===== config.mk =====
export PLATFORM = sky130hd
export DESIGN_NAME = mt_issue_arb
export DESIGN_NICKNAME = d
export VERILOG_FILES = /design/src/rtl/mt_issue_arb.sv
export SDC_FILE = /design/constraint.sdc
export NUM_CORES = 1
export LEC_CHECK = 0
export ABC_AREA = 1
export BUFFER_PORTS_ARGS = -buffer_cell sky130_fd_sc_hd__buf_2
export CORE_MARGIN = 5
export CORE_UTILIZATION = 44
export CTS_CLUSTER_SIZE = 10
export DETAILED_ROUTE_END_ITERATION = 8
export GPL_TIMING_DRIVEN = 0
export PLACE_DENSITY = 0.7
export SKIP_CTS_REPAIR_TIMING = 1
export SLEW_MARGIN = 0
export SYNTH_ARGS = -nofsm -noshare
export SYNTH_HDL_FRONTEND = slang
export SYNTH_SLANG_ARGS = --single-unit
export TNS_END_PERCENT = 100

===== constraint.sdc =====
create_clock -name clk -period 3.5 [get_ports clk]
set_input_delay 0.175 -clock clk [delete_from_list [all_inputs] [get_ports clk]]
set_output_delay 0.175 -clock clk [all_outputs]
set_load 0.02 [all_outputs]

===== src/rtl/mt_issue_arb.sv =====
module mt_issue_arb #(
  parameter int NC  = 6,
  parameter int NT  = 4,
  parameter int LAT = 4
) (
  input  logic                 clk,
  input  logic                 rst_n,
  input  logic [NC*NT-1:0]     rdy_i,
  input  logic [NC*NT-1:0]     cplx_i,
  input  logic [2*NC*NT-1:0]   op_i,
  output logic [NC*NT-1:0]     issue_o,
  output logic                 cx_vld_o,
  output logic [((NC>1)?$clog2(NC):1)-1:0] cx_core_o,
  output logic [((NT>1)?$clog2(NT):1)-1:0] cx_thr_o,
  output logic [1:0]           cx_op_o,
  output logic [NC*NT-1:0]     done_o
);
  localparam int N  = NC*NT;
  localparam int CW = (NC > 1) ? $clog2(NC) : 1;
  localparam int TW = (NT > 1) ? $clog2(NT) : 1;

  logic [N-1:0]   busy, set;
  logic [CW-1:0]  rr;
  logic [LAT-1:0] pv;
  logic [CW-1:0]  pc [LAT];
  logic [TW-1:0]  pt [LAT];
  logic [NC-1:0]  has, req;
  logic [TW-1:0]  pick [NC];
  int             gi;

  always_comb begin
    issue_o = '0; done_o = '0; set = '0; has = '0; req = '0;
    cx_vld_o = 1'b0; cx_core_o = '0; cx_thr_o = '0; cx_op_o = '0; gi = 0;
    for (int c = 0; c < NC; c++) begin
      pick[c] = '0;
      for (int t = NT-1; t >= 0; t--)
        if (rdy_i[c*NT+t] && !busy[c*NT+t]) begin
          has[c]  = 1'b1;
          pick[c] = TW'(t);
        end
      req[c] = has[c] && cplx_i[c*NT+int'(pick[c])];
    end
    for (int k = NC-1; k >= 0; k--)
      if (req[(int'(rr)+k) % NC]) begin
        cx_vld_o  = 1'b1;
        cx_core_o = CW'((int'(rr)+k) % NC);
        cx_thr_o  = pick[(int'(rr)+k) % NC];
      end
    for (int c = 0; c < NC; c++)
      if (has[c] && (!req[c] || (cx_vld_o && int'(cx_core_o) == c)))
        issue_o[c*NT+int'(pick[c])] = 1'b1;
    if (cx_vld_o) begin
      gi      = int'(cx_core_o)*NT + int'(cx_thr_o);
      set[gi] = 1'b1;
      cx_op_o = op_i[2*gi +: 2];
    end
    if (pv[LAT-1])
      done_o[int'(pc[LAT-1])*NT + int'(pt[LAT-1])] = 1'b1;
  end

  always_ff @(posedge clk) begin
    if (!rst_n) begin
      busy <= '0;
      rr   <= '0;
      pv   <= '0;
      for (int i = 0; i < LAT; i++) begin
        pc[i] <= '0;
        pt[i] <= '0;
      end
    end else begin
      busy <= (busy & ~done_o) | set;
      if (cx_vld_o)
        rr <= (int'(cx_core_o) == NC-1) ? '0 : cx_core_o + 1'b1;
      pv[0] <= cx_vld_o;
      pc[0] <= cx_core_o;
      pt[0] <= cx_thr_o;
      for (int i = 1; i < LAT; i++) begin
        pv[i] <= pv[i-1];
        pc[i] <= pc[i-1];
        pt[i] <= pt[i-1];
      end
    end
  end
endmodule


==> results <==
- In this design, the largest share of critical-path delay is due to simple AND/OR/NAND/NOR gates.
- Counting the buffers created by CTS gives 5.
- Counting flops with an async set or reset pin after synthesis yields a share of 0%.
- The sequential-to-total area share from yosys stat is 20.8%.
- Final hold analysis gives a worst-case slack of roughly 0.25 ns.
- Clock tree synthesis selected as its root buffer the cell sky130_fd_sc_hd__clkbuf_8.
- Setup repair after global routing could not meet its margin everywhere.
- The detail route stage leaves a number of antenna-violating nets equal to 0.
- The maximum clock insertion buffer count is 2.
- The kind of start point of the critical path is a flop.
- The synthesized area divided by synthesized cell count is 5.47 um^2.
- After synthesis, the cell types taking the most area are sky130_fd_sc_hd__nand2_1 (21%), sky130_fd_sc_hd__dfxtp_1 (21%), sky130_fd_sc_hd__inv_1 (11%), sky130_fd_sc_hd__nor2_1 (7.5%), sky130_fd_sc_hd__nand3_1 (6.5%).
- Yosys instantiated no cell more often than sky130_fd_sc_hd__nand2_1.
- The detailed-route wire length per cell is ~15 um.
- The die covers 13,400 um^2.
- The area share of the largest cell type after synthesis is 21.5%.
- Dividing the final minimum period by the clock period gives 118%.
- The layout overhead on the synthesized area is 57.2%.
- The Yosys step of the flow raised 0 warnings.
- After clock tree synthesis, the clock-pin slew on the worst setup and hold paths is roughly 0.090 ns.
- The final non-filler cell area is between 7000 and 8000 um^2.
- The number of buffers and inverters on the critical path is 6.
- Across all register-to-register paths, the minimum setup slack is -0.31 ns.
- The register bit total from synthesis is a little over 50.
- The number of hold violations in the final report is 0.
- Setup slack on the critical path of the routed design comes to -0.629 ns.
- From left edge to right edge, the die measures ~120 um.
- The instance area at placement is between 6000 and 7000 um^2.
- The number of rows in the core area is 38.
- The final number of max-transition violations was 0.
- For this design the top-level I/O count stands at around 150.
- The type of the setup path with the least slack is flop to primary output.
- For this run the aggregate overflow at the end of global routing stands at 0.
- At the pin with the least slew margin, the transition time is 0.675 ns.
- Setup violations remaining at the end of the flow were counted as 46.
- In the final design database the tool counted around 1,300 nets.
- Dividing the detail-routed via count by the number of cells gives between 5 and 6.
- Summed over all instances, the cell type with the most area after synthesis is sky130_fd_sc_hd__nand2_1.
- The cell count after synthesis came out at about 900.
- In this run, synthesis inferred 0 flip-flops with an integrated enable.
- The flow ran to the end, but the final reports show violations.
- Measured along the y axis, the die boundary spans about 120 um.
- For this run, the slowest stage of the critical path takes between 0.4 and 0.5 ns.
- The largest fanout of any net on the critical path is 8.
- The worst path in the final design needs a cycle of 4.13 ns, including I/O delays and setup.
- The first-pass GRT wire length is around 26,000 um.
- The total length of routed wires is about 19,000 um.
- TritonCTS built the clock tree.
- Counting instances in the post-synthesis netlist gives the leading cell types as sky130_fd_sc_hd__nand2_1 (281), sky130_fd_sc_hd__inv_1 (142), sky130_fd_sc_hd__nor2_1 (98).
- For the worst-skew pair, the clock arrives at the later sink with an insertion delay of 0.31 ns.
- The violation count after the first detailed-route iteration is ~480.
- Across every metal layer, demand over resource in global routing totals about a quarter.
- The signal on the critical path passes through clkinv_8 > ha_4 > inv_4 > nand2_2 > nor2_1 > nor3_1 > o21ai_1 > xor2_2 > inv_2 > nand2_2 > nand2_4 > a21oi_4 > inv_2 > a21oi_2 > o211ai_2 > nand2_4 > clkinv_8 > nor2_4 > ha_4 > nand2_4 > nand2_2 > o21ai_4 > nor3_4 > buf_6.
- The TritonCTS sink count is 51.
- In the routed design, unresolved DRC markers number 0.
- The path class of the tightest hold or removal check is primary input to flop.
- The synthesized netlist occupies a cell area of roughly 4900 um^2.
- For the worst setup path, the data required time is about 3.3 ns.
- The repair_antennas step left the layout with diodes totalling 0.
- The H-tree depth reported by CTS is 2.
- The core area is ~11,000 um^2.
- In the synthesized netlist the dominant register cell turns out to be sky130_fd_sc_hd__dfxtp_1.
- The highest-delay cell along the critical path is sky130_fd_sc_hd__dfxtp_4.
- The via count of the first global-routing pass was roughly 5,600.
- Between clock sinks in the finished design, the worst skew comes to ~0.0093 ns.
- Entering global routing, the biggest net connects 17 pins.
- The count of port buffers added during placement is about 150.
- The congestion estimate from routability-driven global placement came to about 0.98.
- The initial antenna violation count is 1.
- The via total after detailed routing is roughly 6,700.
- The initial utilization of the core area, before any placement, comes to a little under half.
- The post-DP HPWL is around 14,000 um.
- The number of distinct library cell variants in the gate-level netlist after synthesis is 39.
- The sort of element at the end of the critical path is a primary output.
- The checks that failed: setup timing.
- The post-synthesis net count is just over 1,000.
- The share of cells above drive strength 1 is 38.7%.
- The max-cap check violation count is 0.
- Data on the critical path arrives at its endpoint at roughly 4.0 ns.
- The relative slew slack is a little over half.
- Based on the critical path, the design can be clocked at up to ~240 MHz.
- The detailed-router iteration count before antenna repair is 6.
## logic make-up after synthesis
logic type | count (synthesis) | share of synthesized area [%]
adders and majority gates | 15 | 3.82
and+or+nand+nor | 516 | 45.1
buffers and inverters | 180 | 14.7
AOI/OAI and AO/OA | 132 | 14.9
DFF | 51 | 20.8
xor gates and xnor gates | 4 | 0.714
## registers in the layout (all words and copies together), names as in the netlist
name and cells:
busy 24, pc 12, pt 8, pv 4, rr 3
## stage by stage
stage | utilization [%] | instances | TNS (ns) | setup WS, ns
global placement | 55.8 | 1190 | -10.68 | -0.626
CTS | 56.8 | 1198 | -22.30 | -0.999
detailed placement | 55.8 | 1190 | -11.76 | -0.650
floorplan | - | 898 | -0.00666 | -0.00666
global route | 70.9 | 1279 | -28.89 | -0.912
finish | 70.9 | 1279 | -16.42 | -0.629
## cells in the final DEF (no fill, tap or decap), types with 3 or more instances in the layout
master / count
sky130_fd_sc_hd__dfxtp_1: 48
sky130_fd_sc_hd__nand3_2: 4
sky130_fd_sc_hd__nor2_4: 10
sky130_fd_sc_hd__o211ai_1: 6
sky130_fd_sc_hd__buf_4: 84
sky130_fd_sc_hd__nor3_1: 7
sky130_fd_sc_hd__ha_4: 8
sky130_fd_sc_hd__nor3_4: 5
sky130_fd_sc_hd__clkbuf_1: 6
sky130_fd_sc_hd__clkbuf_8: 5
sky130_fd_sc_hd__inv_4: 6
sky130_fd_sc_hd__nand2_2: 36
sky130_fd_sc_hd__nand2_8: 3
sky130_fd_sc_hd__o21ai_4: 5
sky130_fd_sc_hd__a21oi_1: 16
sky130_fd_sc_hd__nand2_1: 237
sky130_fd_sc_hd__a21oi_2: 24
sky130_fd_sc_hd__buf_8: 4
sky130_fd_sc_hd__nand4_1: 4
sky130_fd_sc_hd__buf_2: 123
sky130_fd_sc_hd__nand3_1: 59
sky130_fd_sc_hd__nand2_4: 20
sky130_fd_sc_hd__a21oi_4: 6
sky130_fd_sc_hd__buf_12: 4
sky130_fd_sc_hd__inv_1: 129
sky130_fd_sc_hd__o21ai_1: 18
sky130_fd_sc_hd__o21ai_2: 3
sky130_fd_sc_hd__a31oi_1: 4
sky130_fd_sc_hd__nor3_2: 19
sky130_fd_sc_hd__inv_2: 21
sky130_fd_sc_hd__nand3b_1: 12
sky130_fd_sc_hd__buf_6: 26
sky130_fd_sc_hd__nor2_2: 6
sky130_fd_sc_hd__nor2_1: 92
sky130_fd_sc_hd__ha_1: 7
sky130_fd_sc_hd__dfxtp_4: 3
sky130_fd_sc_hd__o21ai_0: 43
## path summary, 6_finish.rpt
kind                             from     endpoint  cells after the start
worst max register to register  rr[0]     busy[11]                     25
worst min register to register  pv[0]        pv[1]                      2
worst min-delay path            rst_n     pc[0][7]                      3
worst max-delay path            rr[1]  issue_o[14]                     24
## tightest hold or removal path, cell delays in order
cell and delay, ns:
sky130_fd_sc_hd__clkbuf_1 0.21, sky130_fd_sc_hd__nand2_1 0.11, sky130_fd_sc_hd__inv_1 0.03
## cell type report
type,instances,area [um^2]
multi-input combinational,668,3990
fill,952,3170
timing repair buffer,232,1580
sequential,51,1030
inverter,163,672
tap,140,175
buffer,17,153
clock buffer,5,68.8
clock inverter,3,43.8
## metal layers
metal	vias to the layer above	GRT usage, %	part of all wire (%)
li1	3295	-	-
met1	3002	30.7	40
met2	327	42.0	49
met3	47	5.01	8.6
met4	2	5.96	2.8
met5	-	0	0.069
Power is left out: the tool's default activity adds up to more than one toggle a clock period on the data nets, which glitch-free logic cannot reach.
